File: config.mk
export PLATFORM = sky130hd
export DESIGN_NAME = dac_cal_core
export DESIGN_NICKNAME = d
export VERILOG_FILES = /design/src/rtl/dac_cal_pkg.sv /design/src/rtl/dac_cal_regbank.sv /design/src/rtl/dac_cal_math.sv /design/src/rtl/dac_cal_outreg.sv /design/src/rtl/dac_cal_core.sv
export SDC_FILE = /design/constraint.sdc
export NUM_CORES = 1
export LEC_CHECK = 0
export BUFFER_PORTS_ARGS = -buffer_cell sky130_fd_sc_hd__buf_2
export CAP_MARGIN = 15
export CELL_PAD_IN_SITES_DETAIL_PLACEMENT = 2
export CELL_PAD_IN_SITES_GLOBAL_PLACEMENT = 2
export CORE_MARGIN = 5
export CORE_UTILIZATION = 25
export CTS_BUF_LIST = sky130_fd_sc_hd__clkbuf_4
export DETAILED_ROUTE_END_ITERATION = 10
export PLACE_DENSITY = 0.48
export SYNTH_ARGS = -nofsm -noshare
export SYNTH_HDL_FRONTEND = slang
export SYNTH_HIERARCHICAL = 1
export SYNTH_SLANG_ARGS = --single-unit
File: constraint.sdc
create_clock -name clk -period 8.6 [get_ports clk]
set_input_delay 1.72 -clock clk [delete_from_list [all_inputs] [get_ports clk]]
set_output_delay 1.72 -clock clk [all_outputs]
set_load 0.01 [all_outputs]
File: src/rtl/dac_cal_pkg.sv
package dac_cal_pkg;

  typedef enum logic [1:0] {
    TGT_SAMPLE = 2'd0,
    TGT_GAIN   = 2'd1,
    TGT_ZERO   = 2'd2,
    TGT_NONE   = 2'd3
  } target_e;

  // Gain word that gives a scale factor of exactly one.
  function automatic int unsigned unity_gain(input int unsigned dw);
    return 1 << (dw - 1);
  endfunction

endpackage

File: src/rtl/dac_cal_regbank.sv
module dac_cal_regbank
  import dac_cal_pkg::*;
#(
  parameter  int NCH  = 8,
  parameter  int DW   = 12,
  localparam int CH_W = $clog2(NCH)
) (
  input  logic            clk,
  input  logic            rst_n,
  input  logic            we,
  input  logic [CH_W-1:0] wchan,
  input  logic [1:0]      wsel,
  input  logic [DW-1:0]   wdata,
  output logic [DW-1:0]   cur_sample,
  output logic [DW-1:0]   cur_gain,
  output logic [DW-1:0]   cur_zero,
  input  logic [CH_W-1:0] rchan,
  input  logic [1:0]      rsel,
  output logic [DW-1:0]   rdata
);

  localparam logic [DW-1:0] GAIN_RST = DW'(unity_gain(DW));

  logic [DW-1:0] smp_a  [NCH];
  logic [DW-1:0] gain_a [NCH];
  logic [DW-1:0] zero_a [NCH];

  for (genvar c = 0; c < NCH; c++) begin : g_ch
    logic          hit;
    logic [DW-1:0] smp_r, gain_r, zero_r;

    assign hit = we && (wchan == CH_W'(c));

    always_ff @(posedge clk or negedge rst_n) begin
      if (!rst_n) begin
        smp_r  <= '0;
        gain_r <= GAIN_RST;
        zero_r <= '0;
      end else if (hit) begin
        case (target_e'(wsel))
          TGT_SAMPLE: smp_r  <= wdata;
          TGT_GAIN:   gain_r <= wdata;
          TGT_ZERO:   zero_r <= wdata;
          default:    ;
        endcase
      end
    end

    assign smp_a[c]  = smp_r;
    assign gain_a[c] = gain_r;
    assign zero_a[c] = zero_r;
  end

  assign cur_sample = smp_a[wchan];
  assign cur_gain   = gain_a[wchan];
  assign cur_zero   = zero_a[wchan];

  always_comb begin
    case (target_e'(rsel))
      TGT_SAMPLE: rdata = smp_a[rchan];
      TGT_GAIN:   rdata = gain_a[rchan];
      TGT_ZERO:   rdata = zero_a[rchan];
      default:    rdata = '0;
    endcase
  end

endmodule

File: src/rtl/dac_cal_math.sv
module dac_cal_math
  import dac_cal_pkg::*;
#(
  parameter int DW = 12
) (
  input  logic          twos,
  input  logic [DW-1:0] sample,
  input  logic [DW-1:0] gain,
  input  logic [DW-1:0] zero,
  output logic [DW-1:0] result
);

  localparam int GW = DW + 1;   // gain plus unity offset
  localparam int PW = DW + GW;  // full product
  localparam int SW = GW + 1;   // signed sum

  logic [DW-1:0]        offs;
  logic [GW-1:0]        factor;
  logic [PW-1:0]        prod;
  logic [GW-1:0]        scaled;
  logic signed [SW-1:0] sum;

  assign offs   = twos ? {~sample[DW-1], sample[DW-2:0]} : sample;
  assign factor = {1'b0, gain} + GW'(unity_gain(DW));
  assign prod   = PW'(offs) * PW'(factor);
  assign scaled = prod[PW-1:DW];
  assign sum    = $signed({1'b0, scaled}) +
                  $signed({{(SW-DW){zero[DW-1]}}, zero});

  always_comb begin
    if (sum[SW-1])       result = '0;
    else if (sum[SW-2])  result = '1;
    else                 result = sum[DW-1:0];
  end

endmodule

File: src/rtl/dac_cal_outreg.sv
module dac_cal_outreg #(
  parameter  int NCH  = 8,
  parameter  int DW   = 12,
  localparam int CH_W = $clog2(NCH)
) (
  input  logic            clk,
  input  logic            rst_n,
  input  logic            load,
  input  logic [CH_W-1:0] load_chan,
  input  logic [DW-1:0]   load_data,
  output logic            can_load,
  output logic            out_valid,
  input  logic            out_ready,
  output logic [CH_W-1:0] out_chan,
  output logic [DW-1:0]   out_data
);

  assign can_load = !out_valid || out_ready;

  always_ff @(posedge clk or negedge rst_n) begin
    if (!rst_n) begin
      out_valid <= 1'b0;
      out_chan  <= '0;
      out_data  <= '0;
    end else if (can_load) begin
      out_valid <= load;
      if (load) begin
        out_chan <= load_chan;
        out_data <= load_data;
      end
    end
  end

endmodule

File: src/rtl/dac_cal_core.sv
module dac_cal_core
  import dac_cal_pkg::*;
#(
  parameter  int NCH  = 8,
  parameter  int DW   = 12,
  localparam int CH_W = $clog2(NCH)
) (
  input  logic            clk,
  input  logic            rst_n,
  input  logic            corr_en,
  input  logic            fmt_twos,
  input  logic            wr_valid,
  output logic            wr_ready,
  input  logic [CH_W-1:0] wr_chan,
  input  logic [1:0]      wr_sel,
  input  logic [DW-1:0]   wr_data,
  input  logic [CH_W-1:0] rd_chan,
  input  logic [1:0]      rd_sel,
  output logic [DW-1:0]   rd_data,
  output logic            out_valid,
  input  logic            out_ready,
  output logic [CH_W-1:0] out_chan,
  output logic [DW-1:0]   out_data
);

  logic          accept, produce;
  logic          is_smp, is_trim;
  logic [DW-1:0] cur_smp, cur_gain, cur_zero;
  logic [DW-1:0] eff_smp, eff_gain, eff_zero;
  logic [DW-1:0] corrected, next_word;

  assign accept  = wr_valid && wr_ready;
  assign is_smp  = (wr_sel == TGT_SAMPLE);
  assign is_trim = (wr_sel == TGT_GAIN) || (wr_sel == TGT_ZERO);
  assign produce = accept && (is_smp || (corr_en && is_trim));

  dac_cal_regbank #(.NCH(NCH), .DW(DW)) i_regs (
    .clk        (clk),
    .rst_n      (rst_n),
    .we         (accept),
    .wchan      (wr_chan),
    .wsel       (wr_sel),
    .wdata      (wr_data),
    .cur_sample (cur_smp),
    .cur_gain   (cur_gain),
    .cur_zero   (cur_zero),
    .rchan      (rd_chan),
    .rsel       (rd_sel),
    .rdata      (rd_data)
  );

  // Fold the incoming word over the stored one so the result uses it now.
  assign eff_smp  = is_smp                  ? wr_data : cur_smp;
  assign eff_gain = (wr_sel == TGT_GAIN)    ? wr_data : cur_gain;
  assign eff_zero = (wr_sel == TGT_ZERO)    ? wr_data : cur_zero;

  dac_cal_math #(.DW(DW)) i_math (
    .twos   (fmt_twos),
    .sample (eff_smp),
    .gain   (eff_gain),
    .zero   (eff_zero),
    .result (corrected)
  );

  assign next_word = corr_en ? corrected : wr_data;

  dac_cal_outreg #(.NCH(NCH), .DW(DW)) i_out (
    .clk       (clk),
    .rst_n     (rst_n),
    .load      (produce),
    .load_chan (wr_chan),
    .load_data (next_word),
    .can_load  (wr_ready),
    .out_valid (out_valid),
    .out_ready (out_ready),
    .out_chan  (out_chan),
    .out_data  (out_data)
  );

endmodule

; Word-level counts from Yosys, hierarchy flattened
; Cells that the tools add are included.
[classes]
addsub = 2
n_mul = 1
magnitude_cmp = 2
n_eq_ne = 11
muxes = 26
n_bitwise = 3
reduce_logical = 43
[op_table]
columns = operator, n
row1 = 12-bit two-way mux, 19
row2 = 12-bit binary-select mux with 3-bit select, 6
row3 = 2-bit AND reduction, 25
row4 = 12-bit one-hot mux with 3 select lines, 1
row5 = 12-bit by 13-bit multiplier with 25-bit output, 1
row6 = 14-bit by 12-bit adder with 14-bit output, 1
row7 = 12-bit by 12-bit adder with 13-bit output (second input constant), 1
row8 = 3-bit == test (second input constant), 4
row9 = 1-bit logical AND, 11
row10 = 4-bit greater-or-equal comparator (second input constant), 2
row11 = 3-bit inverter with 4-bit output, 2
row12 = 3-bit by 2-bit == test with 1-bit output (second input constant), 2
row13 = 2-bit by 1-bit == test with 1-bit output (second input constant), 2
row14 = 2-bit == test (second input constant), 2
row15 = 2-bit zero test, 2
row16 = 3-bit by 1-bit == test with 1-bit output (second input constant), 1
row17 = 3-bit zero test, 1
row18 = 1-bit logical OR, 3
row19 = 1-bit zero test, 1
row20 = 1-bit inverter, 1
[totals]
ff_bits = 304
inputBits = 28
output_inout_bits = 29
word_cells = 115

; Logic depth before layout (Yosys ltp)
[logic_depth]
word_depth = 12
ltp_mapped = 34

; Modules after synthesis
; Netlist, hierarchy kept.
[by_module_without_submodules]
columns = module, instances, cells_per_inst, area_each_um2, seq_area_each_um2
row1 = dac_cal_regbank, 1, 1077, 15498.6, 7216.9
row2 = dac_cal_math, 1, 702, 5738.0, 0.0
row3 = dac_cal_core, 1, 60, 719.4, 0.0
row4 = dac_cal_outreg, 1, 35, 659.4, 400.4

; Worst setup path after synthesis
; No wires, ideal clock.
[synth_path]
kind = input port to flip-flop
start = input port wr_chan[0]
end = register i_out.out_data[7]
arrival_time_ns = 9.421
required_time_ns = 8.475
slack_ns = -0.946
cell_stages = 33
n_path_buf = 4
cell_sequence = buf_6 > buf_2 > mux4_2 > mux2_2 > mux2_2 > clkbuf_1 > and2_1 > fa_1 > inv_1 > fa_1 > inv_1 > fa_1 > fa_1 > inv_1 > fa_1 > inv_1 > ha_1 > a21o_1 > a311oi_1 > o21bai_1 > a21o_1 > a221oi_2 > xnor2_1 > ha_1 > and2_1 > and3_1 > a21o_1 > a211oi_2 > xor2_2 > buf_6 > o21a_1 > mux2_2 > mux2_4
[synth_between]
word_cells_on_any_way = 21
[synth_rtl]
columns = element, line
row1 = "start, declared", dac_cal_core.sv:14  ; input logic [CH_W-1:0] wr_chan,
row2 = 3-bit inverter with 4-bit output (not written as such) *, dac_cal_regbank.sv:55  ; assign cur_gain = gain_a[wchan];
row3 = 12-bit binary-select mux with 3-bit select *, dac_cal_regbank.sv:55
row4 = 12-bit two-way mux (not written as such) * (2 in a row), dac_cal_regbank.sv:55
row5 = net cur_gain[8], dac_cal_core.sv:28  ; logic [DW-1:0] cur_smp, cur_gain, cur_zero;
row6 = 12-bit two-way mux *, dac_cal_core.sv:54  ; assign eff_gain = (wr_sel == TGT_GAIN) ? wr_data : cur_gain;
row7 = net eff_gain[8], dac_cal_core.sv:29  ; logic [DW-1:0] eff_smp, eff_gain, eff_zero;
row8 = 12-bit by 12-bit adder with 13-bit output *, dac_cal_math.sv:24  ; assign factor = {1'b0, gain} + GW'(unity_gain(DW));
row9 = 12-bit by 13-bit multiplier with 25-bit output *, dac_cal_math.sv:25  ; assign prod = PW'(offs) * PW'(factor);
row10 = 14-bit by 12-bit adder with 14-bit output *, dac_cal_math.sv:27  ; assign sum = $signed({1'b0, scaled}) +
row11 = 12-bit two-way mux, dac_cal_math.sv:32  ; else if (sum[SW-2]) result = '1;
row12 = 12-bit two-way mux *, dac_cal_math.sv:31  ; if (sum[SW-1]) result = '0;
row13 = net corrected[7], dac_cal_core.sv:30  ; logic [DW-1:0] corrected, next_word;
row14 = 12-bit two-way mux *, dac_cal_core.sv:65  ; assign next_word = corr_en ? corrected : wr_data;
row15 = net next_word[7], dac_cal_core.sv:30
row16 = "end signal, assigned", dac_cal_outreg.sv:29  ; out_data <= load_data;
row17 = "end, declared", dac_cal_outreg.sv:15  ; output logic [DW-1:0] out_data
; The timed path passes the listed nets; every way through them passes the cells marked *. The select of a mux whose other input is x is not followed.
; A chain may end at the register's enable or synchronous reset.

; Worst setup path after layout
[layout_path]
start = input port wr_chan[0]
end = register i_out.out_data[6]
[layout_between]
word_cells_on_any_way = 21
[layout_rtl]
columns = element, line
row1 = 3-bit inverter with 4-bit output (not written as such) *, dac_cal_regbank.sv:54  ; assign cur_sample = smp_a[wchan];
row2 = 12-bit binary-select mux with 3-bit select *, dac_cal_regbank.sv:54
row3 = 12-bit two-way mux (not written as such) * (2 in a row), dac_cal_regbank.sv:54
row4 = net cur_smp[5], dac_cal_core.sv:28
row5 = 12-bit two-way mux *, dac_cal_core.sv:53  ; assign eff_smp = is_smp ? wr_data : cur_smp;
row6 = net eff_smp[5], dac_cal_core.sv:29
row7 = 12-bit two-way mux *, dac_cal_math.sv:23  ; assign offs = twos ? {~sample[DW-1], sample[DW-2:0]} : sample;
row8 = 12-bit by 13-bit multiplier with 25-bit output *, dac_cal_math.sv:25
row9 = 14-bit by 12-bit adder with 14-bit output *, dac_cal_math.sv:27
row10 = 12-bit two-way mux, dac_cal_math.sv:32
row11 = 12-bit two-way mux *, dac_cal_math.sv:31
row12 = net corrected[6], dac_cal_core.sv:30
row13 = 12-bit two-way mux *, dac_cal_core.sv:65
row14 = net next_word[6], dac_cal_core.sv:30
; Marked as above.

==> results.py <==
metrics = {
    "die": {
        "start_util_pct": 25.2,
        "fp.dieH_um": 311,
        "io_pins": 57,
        "num_rows": 110,
        "coreArea_um2": 89900,
        "die-area_um2": 96600,
        "die_w_um": 311,
    },
    "setup_path": {
        "r2r_slack_ns": 0.51,
        "worstSetupPathType": "in2reg",
        "path_common_cell": "fa_1",
        "end_kind": "flop",
        "cp_max_fo": 6,
        "worstPathArrival_ns": 9.52,
        "worst_path_largest_cell_delay_ns": 0.51,
        "slowest_stage": "fa_1",
        "worstSetupStartpointType": "primary input",
        "critical_path_required_ns": 9.32,
        "timing.rr.end": "i_out/out_data[6]",
        "r2r_start": "i_regs/g_ch[1].smp_r[11]",
        "reg2reg_depth": 31,
    },
    "status": {
        "violations": "negative setup slack",
        "outcome": "finished, violations left",
    },
    "layout": {
        "fillers": 9576,
        "drive_above_1_share_pct": 46.9,
        "final_nets": 2347,
        "synthToLayoutAreaGrowth_pct": 22.2,
    },
    "timing": {
        "finalClockSkew_ns": 0.0596,
        "min_period_ns": 8.80,
        "worst_slew_pin_slew_ns": 1.10,
        "setup_viol": 12,
        "maxSlewViolCount": 0,
        "fin_crit_sh_pct": 102,
        "hold_viol": 0,
        "slew_headroom_pct": 26.7,
        "fmax_mhz": 114,
        "setup_ws_ns": -0.204,
        "rsz0062_at_grt": "true",
        "hold_slack_ns": 0.504,
    },
    "clocking": {
        "clk_pin_slew_ns": 0.06,
        "clkSinkCount": 304,
        "clockBufferDepth": 3,
        "cts_max_level": 3,
        "holdBufCountCts": 0,
        "cts_root_buffer": "clkbuf_4",
        "cts_buffers": 92,
        "cts_tree": "yes",
        "clkLatencyLatePin_ns": 0.84,
    },
    "route": {
        "totalWireLength_um": 86400,
        "drt-initial-drc-count": 562,
        "vias_per_cell": 4.80,
        "dr.pass1.iters": 4,
        "drc_errors": 0,
        "antenna_left": 0,
        "routed-via-count": 16219,
        "wl_per_cell_um": 25.6,
    },
    "logic_synthesis": {
        "async_reset_ff_share_pct": 100,
        "synth_nets": 2087,
        "synth_seq_cells": 304,
        "syn_area_per_cell_um2": 12.1,
        "ys_seq_area_share_pct": 33.7,
        "syn-instance-count": 1874,
        "yosysWarnings": 6,
        "synth_cell_types": 59,
        "syn_area_um2": 22600,
        "synth_edf_count": 0,
        "synth_flop_cell": "dfrtp_1",
    },
    "grt": {
        "antenna_found_initial": 6,
        "grt_pass1_wl_um": 129000,
        "grt_pass1_vias": 19104,
        "grt_usage_pct": 17.8,
        "grt_max_degree": 175,
        "globalRoute.totalOverflow": 0,
    },
    "placement": {
        "hpwl_um": 62000,
        "place.port_buffers": 56,
        "routabilityCongestion": 0.771,
    },
    "pwr": {
        "p_leak_nw": 12.8,
        "ir_drop_uv": 373,
        "finalPower_w": 0.0127,
        "cellPowerDensity_nw_per_um2": 458,
    },
    "min_path": {
        "holdPathEnd": "i_out/out_data[1]",
        "holdCritStartpoint": "i_out/out_data[1]",
        "hold_path_class": "reg2reg",
        "whs_path_depth": 1,
    },
    "job": {
        "drv_cap": 0,
    },
}
[worst max-delay path, delay by kind of cell]
family	cells	cell delay, ns
compound gates	8	1.58
xor+xnor	2	0.26
fa+ha+maj	7	2.83
buf+inv	9	1.01
mux	5	1.66
simple gates	3	0.41
[cells in the mapped netlist (28+ instances only)]
master	n	area, um^2
inv_1	157	589
mux2_2	358	4030
mux2i_1	96	961
and2_1	52	325
buf_2	45	225
ha_1	75	938
a22oi_1	37	278
fa_1	110	2200
mux4_2	96	2160
mux2_4	29	435
clkbuf_1	65	244
dfrtp_1	296	7410
a21oi_1	28	140
nand2_1	150	563
[sequential cells by signal, summed over array words and instances (netlist names)]
name	cells
i_regs/g_ch.gain_r	96
i_regs/g_ch.smp_r	96
i_regs/g_ch.zero_r	96
i_out/out_chan	3
i_out/out_valid	1
i_out/out_data	12
[area by class of cell]
class / count / area (um^2) / share of cell area (%)
Sequential cell: 304 / 7620 / 27.6
Timing Repair Buffer: 299 / 2470 / 8.93
Multi-Input combinational cell: 1280 / 14300 / 51.8
Antenna cell: 3 / 7.51 / 0.0272
Tap cell: 1176 / 1470 / 5.32
Inverter: 157 / 589 / 2.13
Clock inverter: 25 / 138 / 0.498
Clock buffer: 136 / 1020 / 3.69
[through the flow]
stage | TNS [ns] | std cells | setup slack [ns] | utilization [%] | cell area, um^2
after detailed placement | -18.02 | 3193 | -1.52 | 28.6 | 25700
after global routing | -4.48 | 3380 | -0.387 | 30.7 | 27600
after CTS | -0.966 | 3376 | -0.0941 | 30.6 | 27500
after global placement | -17.51 | 3193 | -1.47 | 28.6 | 25700
final | -2.20 | 3380 | -0.204 | 30.7 | 27600
after floorplan | -7.00 | 1874 | -0.606 | - | 22900
[per-layer routing]
layer | share of wire (%) | routed length (um) | vias to the layer above | GRT usage, %
met5 | 0 | 0 | - | 0
met4 | 2.3 | 2010 | 0 | 4.59
met3 | 2.9 | 2480 | 105 | 2.16
met2 | 50 | 43100 | 219 | 31.2
met1 | 45 | 38800 | 8720 | 23.4
li1 | - | - | 7175 | -
[worst max-delay path by stage]
stage,startpoint,slack (ns),end,depth (start not counted)
floorplan,wr_chan[0],-0.61,i_out/out_data[7],33
global placement,wr_chan[0],-1.47,i_out/out_data[7],30
detailed placement,wr_chan[0],-1.52,i_out/out_data[5],33
CTS,wr_chan[0],-0.09,i_out/out_data[5],34
global route,wr_chan[0],-0.39,i_out/out_data[6],33
finish,wr_chan[0],-0.20,i_out/out_data[6],34
[cells in the final DEF, fill, tap and decap left out, types with 19 or more instances in the layout]
| cell | instances |
|---|---|
| buf_2 | 51 |
| inv_1 | 149 |
| mux2_4 | 46 |
| fa_1 | 104 |
| clkinv_1 | 19 |
| mux4_2 | 96 |
| mux2_2 | 341 |
| nand3_1 | 26 |
| mux2i_1 | 96 |
| nand2_1 | 144 |
| clkbuf_4 | 136 |
| o211ai_1 | 19 |
| and2_1 | 41 |
| ha_1 | 66 |
| a21oi_1 | 19 |
| a22oi_1 | 36 |
| dfrtp_1 | 296 |
| nand2b_1 | 22 |
| buf_4 | 215 |
| nor2_1 | 21 |
[power breakdown]
group	total, W	leakage, nW	switching [W]	internal, W
registers	0.00196	3.89	0.000221	0.00174
logic	0.00927	8.22	0.00451	0.00476
clock network	0.00144	0.690	0.000691	0.000750
total	0.0127	12.8	0.00542	0.00725
[repair_timing]
item,4_1_cts,5_1_grt
gates cloned,5,0
gates resized for setup,85,17
pin swaps,42,7
setup endpoints to repair,12,12
setup buffers,18,1
[cells by family after synthesis]
| kind of cell | count (synthesis) | share of synthesized area (%) |
|---|---|---|
| xor gates and xnor gates | 25 | 1.03 |
| adders and majority gates | 185 | 13.9 |
| and+or+nand+nor | 334 | 7.41 |
| DFF | 304 | 33.7 |
| muxes | 580 | 33.6 |
| other | 1 | 0.0166 |
| buffers and inverters | 292 | 5.63 |
| AOI/OAI and AO/OA | 153 | 4.72 |
Power figures use the tool's default switching activity.
